`src/rtl/pwa_pkg.sv`:
```
package pwa_pkg;
    typedef enum logic [1:0] {
        ST_IDLE   = 2'd0,
        ST_CALC   = 2'd1,
        ST_COMMIT = 2'd2,
        ST_REJECT = 2'd3
    } pwa_state_e;

    typedef struct packed {
        logic c;
        logic z;
        logic n;
        logic v;
        logic s;
    } pwa_flags_t;
endpackage

```
`src/rtl/pwa_pair_map.sv`:
```
module pwa_pair_map #(
    parameter int SEL_W = 2,
    parameter int IDX_W = 5,
    parameter int BASE  = 24
) (
    input  logic [SEL_W-1:0] sel,
    output logic [IDX_W-1:0] idx
);
    localparam logic [IDX_W-1:0] BASE_V = IDX_W'(BASE);

    always_comb begin
        idx = BASE_V + {IDX_W'(sel), 1'b0} [IDX_W-1:0];
    end
endmodule

```
`src/rtl/pwa_word_alu.sv`:
```
module pwa_word_alu
    import pwa_pkg::*;
#(
    parameter int WORD_W = 16,
    parameter int IMM_W  = 6
) (
    input  logic [WORD_W-1:0] word_in,
    input  logic [IMM_W-1:0]  imm,
    input  logic              sub,
    output logic [WORD_W-1:0] word_out,
    output pwa_flags_t        flags
);
    localparam int MSB = WORD_W - 1;

    logic [WORD_W-1:0] imm_ext;
    logic              old_top;
    logic              new_top;

    always_comb begin
        imm_ext  = {{(WORD_W-IMM_W){1'b0}}, imm};
        word_out = sub ? (word_in - imm_ext) : (word_in + imm_ext);
        old_top  = word_in[MSB];
        new_top  = word_out[MSB];
        if (sub) begin
            flags.c = new_top & ~old_top;
            flags.v = old_top & ~new_top;
        end else begin
            flags.c = old_top & ~new_top;
            flags.v = new_top & ~old_top;
        end
        flags.z = (word_out == '0);
        flags.n = new_top;
        flags.s = new_top ^ flags.v;
    end
endmodule

```
`src/rtl/pair_word_adder.sv`:
```
module pair_word_adder
    import pwa_pkg::*;
#(
    parameter int DATA_W    = 8,
    parameter int IMM_W     = 6,
    parameter int SEL_W     = 2,
    parameter int IDX_W     = 5,
    parameter int PAIR_BASE = 24
) (
    input  logic              clk,
    input  logic              rst_n,
    input  logic              start,
    input  logic              feat_en,
    input  logic [SEL_W-1:0]  sel,
    input  logic [DATA_W-1:0] lo_in,
    input  logic [DATA_W-1:0] hi_in,
    input  logic [IMM_W-1:0]  imm,
    input  logic              sub,
    output logic              wr_en,
    output logic [IDX_W-1:0]  wr_idx,
    output logic [DATA_W-1:0] lo_out,
    output logic [DATA_W-1:0] hi_out,
    output logic              c_out,
    output logic              z_out,
    output logic              n_out,
    output logic              v_out,
    output logic              s_out,
    output logic              done,
    output logic              unsupported
);
    localparam int WORD_W = 2 * DATA_W;

    pwa_state_e        state_q, state_d;
    logic              idle;
    logic [SEL_W-1:0]  sel_q;
    logic [WORD_W-1:0] word_q;
    logic [IMM_W-1:0]  imm_q;
    logic              sub_q;
    logic [WORD_W-1:0] alu_word;
    pwa_flags_t        alu_flags;
    logic [WORD_W-1:0] res_q;
    pwa_flags_t        flags_q;
    logic [IDX_W-1:0]  idx_map;

    assign idle = (state_q == ST_IDLE);

    // next-state selection
    always_comb begin
        state_d = state_q;
        unique case (state_q)
            ST_IDLE:   if (start) state_d = feat_en ? ST_CALC : ST_REJECT;
            ST_CALC:   state_d = ST_COMMIT;
            ST_COMMIT: state_d = ST_IDLE;
            ST_REJECT: state_d = ST_IDLE;
            default:   state_d = ST_IDLE;
        endcase
    end

    // state register
    always_ff @(posedge clk or negedge rst_n) begin
        if (!rst_n) state_q <= ST_IDLE;
        else        state_q <= state_d;
    end

    // operand capture on an accepted start
    always_ff @(posedge clk or negedge rst_n) begin
        if (!rst_n) begin
            sel_q  <= '0;
            word_q <= '0;
            imm_q  <= '0;
            sub_q  <= 1'b0;
        end else if (idle && start && feat_en) begin
            sel_q  <= sel;
            word_q <= {hi_in, lo_in};
            imm_q  <= imm;
            sub_q  <= sub;
        end
    end

    pwa_word_alu #(.WORD_W(WORD_W), .IMM_W(IMM_W)) u_alu (
        .word_in  (word_q),
        .imm      (imm_q),
        .sub      (sub_q),
        .word_out (alu_word),
        .flags    (alu_flags)
    );

    pwa_pair_map #(.SEL_W(SEL_W), .IDX_W(IDX_W), .BASE(PAIR_BASE)) u_map (
        .sel (sel_q),
        .idx (idx_map)
    );

    // result register, loaded in the calculate state
    always_ff @(posedge clk or negedge rst_n) begin
        if (!rst_n) begin
            res_q   <= '0;
            flags_q <= '0;
        end else if (state_q == ST_CALC) begin
            res_q   <= alu_word;
            flags_q <= alu_flags;
        end
    end

    // outputs
    always_comb begin
        wr_en       = 1'b0;
        done        = 1'b0;
        unsupported = 1'b0;
        unique case (state_q)
            ST_IDLE:   ;
            ST_CALC:   ;
            ST_COMMIT: begin
                wr_en = 1'b1;
                done  = 1'b1;
            end
            ST_REJECT: unsupported = 1'b1;
            default:   ;
        endcase
        wr_idx = idx_map;
        lo_out = res_q[DATA_W-1:0];
        hi_out = res_q[WORD_W-1:DATA_W];
        c_out  = flags_q.c;
        z_out  = flags_q.z;
        n_out  = flags_q.n;
        v_out  = flags_q.v;
        s_out  = flags_q.s;
    end
endmodule

```
`config.mk`:
```
export PLATFORM = sky130hd
export DESIGN_NAME = pair_word_adder
export DESIGN_NICKNAME = d
export VERILOG_FILES = /design/src/rtl/pwa_pkg.sv /design/src/rtl/pwa_pair_map.sv /design/src/rtl/pwa_word_alu.sv /design/src/rtl/pair_word_adder.sv
export SDC_FILE = /design/constraint.sdc
export NUM_CORES = 1
export LEC_CHECK = 0
export CORE_MARGIN = 5
export CORE_UTILIZATION = 45
export CTS_CLUSTER_DIAMETER = 120
export DETAILED_ROUTE_END_ITERATION = 12
export DONT_BUFFER_PORTS = 1
export GPL_TIMING_DRIVEN = 1
export PLACE_DENSITY = 0.63
export SLEW_MARGIN = 25
export SYNTH_ARGS = -nofsm -noshare
export SYNTH_HDL_FRONTEND = slang
export SYNTH_HIERARCHICAL = 1
export SYNTH_SLANG_ARGS = --single-unit
```
`constraint.sdc`:
```
create_clock -name clk -period 3.9 [get_ports clk]
set_input_delay 0.39 -clock clk [delete_from_list [all_inputs] [get_ports clk]]
set_output_delay 0.39 -clock clk [all_outputs]
set_load 0.01 [all_outputs]
```
==> impl_results.md, run 1 <==
* DR pass1 iterations at 4
* CP peak stage delay at roughly 0.45 ns
* Post-route ant nets at 0
* RSZ-0062 raised after global routing: no
* CORE AREA at between 6000 and 7000 µm²
* Peak supply drop at about 0.00026 V
* Placed cell area at around 3000 µm²
* Nets at about 300
* Clk pin slew, worst setup/hold paths at 0.09 ns
* Io pins at 58
* Initial antenna violation count at 0
* Post-synth ARST share at 100%
* Worst skew pair latency at 0.31 ns
* DRT Wirelength at about 5600 µm
* Syn. warnings at 6
* Share of post-route cells with drive strength above 1 at between 30% and 40%
* PD cells at just over 900 nW/µm²
* Yosys top cell by area: dfrtp_1
* DRC viols at 0
* Die Y-Extent at roughly 92 µm
* EDFF count, synth at 0
* Worst r2r src: imm_q[1]$_DFFE_PN0P_
* Routability congestion estimate at 0.791
* Remaining global-route overflow at 0
* Via count at roughly 1800
* Synth top area cells: dfrtp_1 40%, mux2_2 10%, mux2_4 10%
* CTS Root Buffer Type: clkbuf_8
* RR Endpoint: s_out$_DFFE_PN0P_
* Overall Power at 2.96 mW
* DR vias/cell at ~5.6
* Mapped Cells at 252
* Final hold violation count at 0
* Hold Crit Class: in -> reg
* Worst-path cell with the longest stage delay: dfrtp_1
* H-Tree Depth at 2
* #FFs+latches synth at 48
* Syn_area_per_cell at between 10 and 15 µm²
* Top_reg_cell synth: dfrtp_1
* CP startpoint kind: flip-flop
* Final Setup Violations at 0
* Post-CTS Resized at 0
* Post-DP HPWL at 4320 µm
* R2R setup slack at around 0.42 ns
* Top cells by count, synth: 48 x dfrtp_1, 27 x mux2_2, 20 x mux2_4
* Die ar. at ~8400 µm²
* Reg2reg path depth at 12
* Largest net degree at the start of global routing at 49
* Die Wd at just over 90 µm
* GRT Total Usage at between 10 and 15%
* First-pass GRT wire length at about 9400 µm
* Status: completed
* Crit share post-route at 89.3%
* Fillers at about 570
* CTS Sinks at 48
* TritonCTS clock tree: done
* Vias in the first global route at about 1900
* Post-synth top area share at 39.9%
* Fmax at between 0.2 and 0.3 GHz
* WHS at 0.221 ns
* Total CTS buffers at 5
* Clock skew at 0.00781 ns
* Drt wl/cell at between 15 and 20 µm
* Crit. End Element: flip-flop
* Max-Slew Margin vs Limit at 34.3%
* Fin area at 3170 µm²
* Num rows at 29
* Setup Crit Path Kind: reg -> reg
* Leak pwr at around 1.4 nW
* Effective utilization at floorplan at 46.9%
* Worst path arrival time at between 3 and 4 ns
* Final TNS setup at 0 ns
* Worst-Margin Slew at 0.981 ns
* Max Slew Vio Count at 0
* Iter 0 DRT Violations at slightly below 100
* Worst Setup EP: s_out$_DFFE_PN0P_
* Max Cap Violations at 0
* Distinct cells, synth at 48
* Critical Path Fanout Max at 5
* Area Growth Syn to Fin at 5.15%
* Count leader, synth: dfrtp_1
* PortBufs at 0
* Crit path cell chain: nor3_2, and2_1, ha_1, mux2i_1, ha_1, nor3_1, nor3_2, and2_1, a21o_1, a211oi_2, mux2_2, mux2_2
* Post-CTS setup buffer count at 0
* Ant. Diodes at 0
* Post-Syn Area at approximately 3000 µm²
* Register area share after synthesis at about two fifths
* Critical path required time at roughly 4.1 ns
* Clk buf depth at 2
* Min cycle time layout at approximately 3.5 ns
* Worst setup path startpoint: imm_q[1]$_DFFE_PN0P_
[critical path, delay by kind of cell, from the launching register on]
family / cells / cell delay (ns)
and+or+nand+nor: 5 / 1.10
muxes: 3 / 0.77
AOI/OAI and AO/OA: 2 / 0.54
adders and majority gates: 2 / 0.52
DFF: 1 / 0.45
[repair_timing]
action	CTS	global route
hold endpoints to repair	48	0
hold buffers	2	0
endpoints found under the setup margin	0	0
[layout by cell type, fill, tap and decap left out, drive strengths merged, types with 2 or more instances in the layout]
cell      n
nor4      2
mux2i     2
inv       8
mux2     47
xor2      9
clkbuf    5
or3       2
o21ai    10
a21oi    12
a2111oi   2
nand3     3
ha       17
a211oi    3
and2      5
and3      3
a21o      5
nor3      8
nor2     12
nand2b    3
nand2     4
a31oi     2
conb      3
dfrtp    48
or4       2
xnor2     9
nor2b     3
a31o      4
buf       2
[cell type report]
class	count	area, µm²	share of cell area (%)
flip-flops and latches	48	1200	37.9
multi-input cells	184	1690	53.2
repair buffers	3	45.0	1.42
well taps	77	96.3	3.04
clock inverters	3	42.5	1.34
clock buffers	5	68.8	2.17
inverters	8	30.0	0.947
[cell families after synthesis]
family | after synthesis | share of synthesized area [%]
mux | 49 | 20.7
xor+xnor | 18 | 5.48
other cells | 2 | 0.249
simple gates | 54 | 11.3
buf+inv | 21 | 4.94
flops | 48 | 39.9
compound gates | 42 | 9.76
fa+ha+maj | 18 | 7.72
[power by group]
part | total (mW) | switching (mW) | internal, mW
Combinational | 1.67 | 0.864 | 0.808
Sequential | 0.925 | 0.228 | 0.697
Clock | 0.360 | 0.170 | 0.190
[per-layer routing]
layer	up-vias	track usage, %	part of all wire, %
met5	-	0	0
met4	0	4.83	1.2
met3	7	4.75	6.7
met2	57	19.6	42
met1	854	19.3	50
li1	904	-	-
[flip-flops by register name (all words and copies together) (netlist names), 2 cells and up]
| signal | flops |
|---|---|
| sel_q | 2 |
| state_q | 2 |
| imm_q | 6 |
| word_q | 16 |
| res_q | 16 |
[worst min-delay path by stage]
stage	startpoint	endpoint	slack [ns]	depth (start not counted)
3_5_place_dp	rst_n	imm_q[0]$_DFFE_PN0P_	0.1	0
3_3_place_gp	rst_n	imm_q[0]$_DFFE_PN0P_	0.1	0
4_1_cts	hi_in[5]	word_q[13]$_DFFE_PN0P_	0.21	1
6_report	hi_in[5]	word_q[13]$_DFFE_PN0P_	0.22	1
5_1_grt	hi_in[4]	word_q[12]$_DFFE_PN0P_	0.21	1
2_1_floorplan	rst_n	c_out$_DFFE_PN0P_	0.09	0
[stage by stage]
step	std cells	utilization (%)	setup WS [ns]
after floorplan	253	-	0.669
final	328	49.3	0.419
after global placement	318	47.0	0.520
after CTS	328	49.3	0.406
after global routing	328	49.3	0.140
after detailed placement	318	47.0	0.454
Note: power is estimated with default switching activity, not from simulation.
==> run 2, diff against run 1 <==
- ABC_AREA: default -> 1
- HOLD_SLACK_MARGIN: default -> 0.08
- TNS_END_PERCENT: default -> 100
==> run 2 against run 1 <==
Net effect:
- utilization decreased by 2.4 points
- sequential power decreased by 5.4%
- hold slack worse by 0.026 ns
- synthesized cell count grew 87%
- die area grew 7.9%
- combinational power about the same
- critical path type unchanged
==> impl_results.md, run 2 <==
* Status: completed
* Vias in the first global route at 2573
* Min cycle time layout at between 2 and 3 ns
* Clk pin slew, worst setup/hold paths at about 0.080 ns
* Fillers at about 760
* Final hold violation count at 0
* Worst-path cell with the longest stage delay: dfrtp_1
* Yosys top cell by area: dfrtp_1
* Area Growth Syn to Fin at 2.63%
* Share of post-route cells with drive strength above 1 at a little over 5%
* RSZ-0062 raised after global routing: no
* #FFs+latches synth at between 40 and 50
* Post-synth top area share at approximately 37%
* DRC viols at 0
* Worst skew pair latency at 0.30 ns
* Mapped Cells at approximately 470
* Overall Power at about 2.8 mW
* Top cells by count, synth: 189 x nand2_1, 54 x inv_1, 48 x dfrtp_1
* Count leader, synth: nand2_1
* CP peak stage delay at around 0.4 ns
* Worst path arrival time at 3.13 ns
* Post-synth ARST share at 100%
* Syn. warnings at 6
* Post-CTS setup buffer count at 0
* Leading cell type in the layout, fill and taps excluded: nand2_1
* Distinct cells, synth at 32
* Ant. Diodes at 0
* Post-route ant nets at 0
* Clock skew at 0.00619 ns
* Max Slew Vio Count at 0
* Via count at between 2000 and 3000
* DRT Wirelength at approximately 7200 µm
* First-pass GRT wire length at 12100 µm
* Fmax at ~0.34 GHz
* Biggest regs: res_q (16), word_q (16), imm_q (6)
* Die ar. at between 9000 and 10000 µm²
* Post-Syn Area at about 3300 µm²
* Peak supply drop at 0.000244 V
* Nets at just over 500
* Drt wl/cell at 13.0 µm
* Synth top area cells: dfrtp_1 37%, nand2_1 22%, ha_1 6.5%
* DR vias/cell at about 5
* Die Y-Extent at 95.4 µm
* Effective utilization at floorplan at 45.7%
* CORE AREA at a little over 7000 µm²
* Leak pwr at 1.94 nW
* Setup WS pre-CTS at between 1 and 1.5 ns
* Critical Path Fanout Max at 5
* Iter 0 DRT Violations at between 150 and 200
* Critical path required time at between 4 and 5 ns
* H-Tree Depth at 2
* Initial antenna violation count at 0
* WHS at ~0.2 ns
* Syn_area_per_cell at between 6 and 7 µm²
* Total CTS buffers at 5
* CP startpoint kind: flip-flop
* DR pass1 iterations at 5
* Largest net degree at the start of global routing at a little under 50
* EDFF count, synth at 0
* Post-DP HPWL at ~5700 µm
* Worst setup margin at about 1 ns
* Max Cap Violations at 0
* Routability congestion estimate at around 0.9
* Register area share after synthesis at 36.6%
* Remaining global-route overflow at 0
* Final TNS setup at 0 ns
* Crit share post-route at around 74%
* CTS Sinks at 48
* Die Wd at roughly 95 µm
* Hold Crit Class: in -> reg
* Final Setup Violations at 0
* PortBufs at 0
* Num rows at 31
* Crit. End Element: flip-flop
* Max-Slew Margin vs Limit at 42.0%
* PD cells at roughly 840 nW/µm²
* Top_reg_cell synth: dfrtp_1
* CTS Root Buffer Type: clkbuf_8
* Worst-Margin Slew at just under 0.9 ns
* Clk buf depth at 2
* TritonCTS clock tree: done
* GRT Total Usage at roughly 17%
* Io pins at 58
* Crit path cell chain: inv_1, ha_1, inv_1, nor2_1, inv_1, o21ai_0, ha_1, nand2_1, inv_1, a21oi_1, nand2_2, nand2_1, nand3_1, nand2_2, inv_2, nor2_2, nand2_1, o21ai_1, nand3_1, nand2_1
* Most frequent cells in the layout: 189 x nand2_1, 54 x inv_1, 48 x dfrtp_1
* Setup Crit Path Kind: reg -> reg
* Final Util at between 40 and 50%
[run 2: cell types whose count changed in the layout (fill, tap and decap cells not counted), sizes merged, moves of 13 or more]
cell,before,now
inv,8,57
nand3,3,39
mux2,47,0
nand2,4,195
nand4,1,29
nor2,12,25
[run 2: area by class of cell]
type / count / area (µm²) / share of cell area (%)
multi-input combinational: 342 / 1700 / 50.5
sequential: 48 / 1200 / 35.7
inverter: 57 / 214 / 6.35
clock buffer: 8 / 90.1 / 2.67
tap: 99 / 124 / 3.68
timing repair buffer: 2 / 37.5 / 1.11
[run 2: repair_timing]
| action | CTS | global route |
|---|---|---|
| hold buffers | 2 | 0 |
| resized for setup | 0 | 0 |
| hold endpoints to repair | 48 | 0 |
[run 2: where the power goes]
part	switching, mW	internal, mW	leakage [nW]	total, mW
Combinational	1.09	0.575	1.29	1.66
Sequential	0.199	0.675	0.602	0.875
Clock	0.154	0.145	0.0455	0.299
[run 2: worst paths after layout]
| kind | from | to | slack [ns] | cells past startpoint |
|---|---|---|---|---|
| min in group asynchronous | rst_n | word_q[2]$_DFFE_PN0P_ | 0.63 | 2 |
| hold reg to reg | word_q[0]$_DFFE_PN0P_ | word_q[0]$_DFFE_PN0P_ | 0.48 | 2 |
| hold / removal | feat_en | state_q[1]$_DFFE_PN0P_ | 0.19 | 1 |
| max in group asynchronous | rst_n | sub_q$_DFFE_PN0P_ | 3.07 | 2 |
| setup reg to reg | imm_q[0]$_DFFE_PN0P_ | v_out$_DFFE_PN0P_ | 1.0 | 20 |
| setup / recovery | imm_q[0]$_DFFE_PN0P_ | v_out$_DFFE_PN0P_ | 1.0 | 20 |
[run 2: kinds of logic (layout without fill, tap and decap cells)]
logic type	after synthesis	in the layout	share of synthesized area, %
AND/OR/NAND/NOR	293	293	39.3
buffers and inverters	82	67	11.7
XOR/XNOR	4	4	1.07
flip-flops	48	48	36.6
adder cells (fa/ha/maj)	18	18	7.09
other	2	3	0.229
AO/OA/AOI/OAI	24	24	4.08
[run 2: critical path: cells and delay by family (launching register included)]
| family | cells | cell delay [ns] |
|---|---|---|
| flops | 1 | 0.40 |
| buf+inv | 5 | 0.31 |
| fa+ha+maj | 2 | 0.51 |
| compound gates | 3 | 0.68 |
| simple gates | 10 | 0.93 |
[run 2: metal layers]
layer	up-vias	GRT usage, %	part of all wire [%]
met5	-	0	0
met3	4	4.10	7.0
met4	0	3.55	0.55
met1	1239	24.7	50
li1	1457	-	-
met2	79	25.7	42
[run 2: per-stage QoR]
stage / instance area (µm²) / instances
after floorplan: 3290 / 472
after global placement: 3240 / 546
after detailed placement: 3240 / 546
after CTS: 3370 / 556
after global routing: 3370 / 556
final: 3370 / 556
==> run 3, diff against run 2 <==
- clock period: 3.9 -> 3 ns (I/O delays scaled with it)
==> run 3 against run 2 <==
Net effect:
- largest cell class unchanged
- first-iteration DRC count is 27% higher
- routed wire length increased by 4.4%
- global-route usage up 0.54 points
==> impl_results.md, run 3 (same netlist as run 2, synthesis figures left out) <==
* Clk buf depth at 2
* CP peak stage delay at a little over 0.4 ns
* Num rows at 31
* Share of post-route cells with drive strength above 1 at under 10%
* Peak supply drop at ~0.00034 V
* Clock network fraction of total power at roughly a tenth
* CTS Sinks at 48
* CP startpoint kind: flip-flop
* Comb power frac at about three fifths
* Switching Fraction at between 50% and 60%
* H-Tree Depth at 2
* GRT Total Usage at ~18%
* RR Endpoint: z_out$_DFFE_PN0P_
* Worst r2r src: imm_q[0]$_DFFE_PN0P_
* Via count at 2798
* Leak pwr at between 1.5 and 2 nW
* Worst-Margin Slew at approximately 0.93 ns
* Initial antenna violation count at 0
* PortBufs at 0
* DR pass1 iterations at 5
* Fin area at around 3500 µm²
* CORE AREA at 7180 µm²
* Vias in the first global route at 2602
* Worst skew pair latency at 0.30 ns
* Crit share post-route at 93.3%
* Largest net degree at the start of global routing at 49
* Leading cell type in the layout, fill and taps excluded: nand2_1
* CTS Root Buffer Type: clkbuf_8
* Setup Crit Path Kind: reg -> reg
* Post-DP HPWL at roughly 5700 µm
* CP Buf/Inv Count at 4
* Max Slew Vio Count at 0
* Critical Path Fanout Max at 5
* Worst hold start: feat_en
* Ant. Diodes at 0
* Cell Int Power at around 1.9 mW
* Area Growth Syn to Fin at 5.68%
* Worst-path cell with the longest stage delay: dfrtp_1
* Hold Crit Class: in -> reg
* Share of power burned in registers at 29.4%
* Drt wl/cell at around 13 µm
* Placed cell area at 3260 µm²
* Min-Delay Endpoint: state_q[1]$_DFFE_PN0P_
* Iter 0 DRT Violations at between 150 and 200
* Cell mode on critical path: nand2_1
* Status: completed
* Biggest regs: res_q (16), word_q (16), imm_q (6)
* Crit path cell chain: inv_1, ha_1, inv_1, nor2_1, inv_2, o21ai_1, xnor2_1, inv_1, ha_4, nand2_1, nor2_1, nand2_1, nand3_1, nand2_2, nand3_2, nand2_1, nor3_2, nand2_1, nor2_1, nand3_1, nand2_1
* NetSw at slightly below 2 mW
* Clock skew at 0.00373 ns
* Setup WS pre-CTS at around 0.18 ns
* Nets at a little over 500
* Total CTS buffers at 5
* Worst setup margin at around 0.20 ns
* DRC viols at 0
* TritonCTS clock tree: done
* Worst path arrival time at between 3 and 4 ns
* PD cells at ~1100 nW/µm²
* Max-Slew Margin vs Limit at a little under two fifths
* Die Y-Extent at 95.4 µm
* DR vias/cell at approximately 5
* DP Cell Count at between 500 and 600
* Die ar. at ~9100 µm²
* Routability congestion estimate at between 0.8 and 0.9
* Critical path required time at 3.24 ns
* Reg2reg path depth at 21
* Min cycle time layout at between 2 and 3 ns
* Final Setup Violations at 0
* R2R setup slack at 0.20 ns
* Final instance count without filler cells at 561
* Post-route ant nets at 0
* Fmax at approximately 0.36 GHz
* DRT Wirelength at between 7000 and 8000 µm
* Hold Path Depth at 1
* Remaining global-route overflow at 0
* Final hold violation count at 0
* Die Wd at 95.4 µm
* Top delay family on crit path: simple AND/OR/NAND/NOR gates
* Most frequent cells in the layout: 186 x nand2_1, 53 x inv_1, 48 x dfrtp_1
* Effective utilization at floorplan at around 46%
* Crit. End Element: flip-flop
* Io pins at 58
* Clk pin slew, worst setup/hold paths at 0.09 ns
* Max Cap Violations at 0
* First-pass GRT wire length at 12500 µm
[run 3: worst max-delay path by stage]
stage / start / endpoint / depth (start not counted) / slack (ns)
finish: imm_q[0]$_DFFE_PN0P_ / z_out$_DFFE_PN0P_ / 21 / 0.20
global route: imm_q[0]$_DFFE_PN0P_ / z_out$_DFFE_PN0P_ / 24 / -0.04
CTS: imm_q[0]$_DFFE_PN0P_ / v_out$_DFFE_PN0P_ / 22 / 0.15
detailed placement: imm_q[0]$_DFFE_PN0P_ / v_out$_DFFE_PN0P_ / 22 / 0.18
global placement: imm_q[0]$_DFFE_PN0P_ / z_out$_DFFE_PN0P_ / 21 / 0.21
floorplan: imm_q[0]$_DFFE_PN0P_ / v_out$_DFFE_PN0P_ / 23 / 0.50
[run 3: power by group through the flow]
stage	combinational (mW)	clock [mW]	sequential, mW
global route	2.70	0.443	1.17
detailed placement	2.13	0	1.15
floorplan	1.82	0	1.07
finish	2.32	0.401	1.13
global placement	2.11	0	1.14
CTS	2.16	0.415	1.14
[run 3: through the flow]
stage / util (%) / hold WS (ns) / power [mW] / setup TNS, ns
finish: 48.3 / 0.0986 / 3.86 / 0
global route: 48.3 / 0.112 / 4.31 / -0.0406
CTS: 47.1 / 0.0918 / 3.71 / 0
detailed placement: 45.4 / 0.00585 / 3.28 / 0
global placement: 45.4 / 0.00608 / 3.26 / 0
floorplan: - / 0.00441 / 2.89 / 0
[run 3: what timing repair did]
action                                  4_1_cts  5_1_grt
resized for setup                             0       19
endpoints found under the setup margin        0        5
hold buffers                                  2        0
hold endpoints to repair                     48        0
buffers inserted                              0        3
[run 3: area by class of cell]
type	count	area, µm²
Clock buffer	8	90.1
Fill cell	732	3710
Inverter	57	214
Multi-Input combinational cell	342	1760
Sequential cell	48	1200
Tap cell	99	124
Timing Repair Buffer	7	75.1
[run 3: layer usage]
layer	up-vias	share of wire, %	GRT usage (%)
li1	1458	-	-
met1	1242	48	25.0
met2	87	43	26.4
met3	11	7.4	4.66
met4	0	1.4	4.15
met5	-	0	0
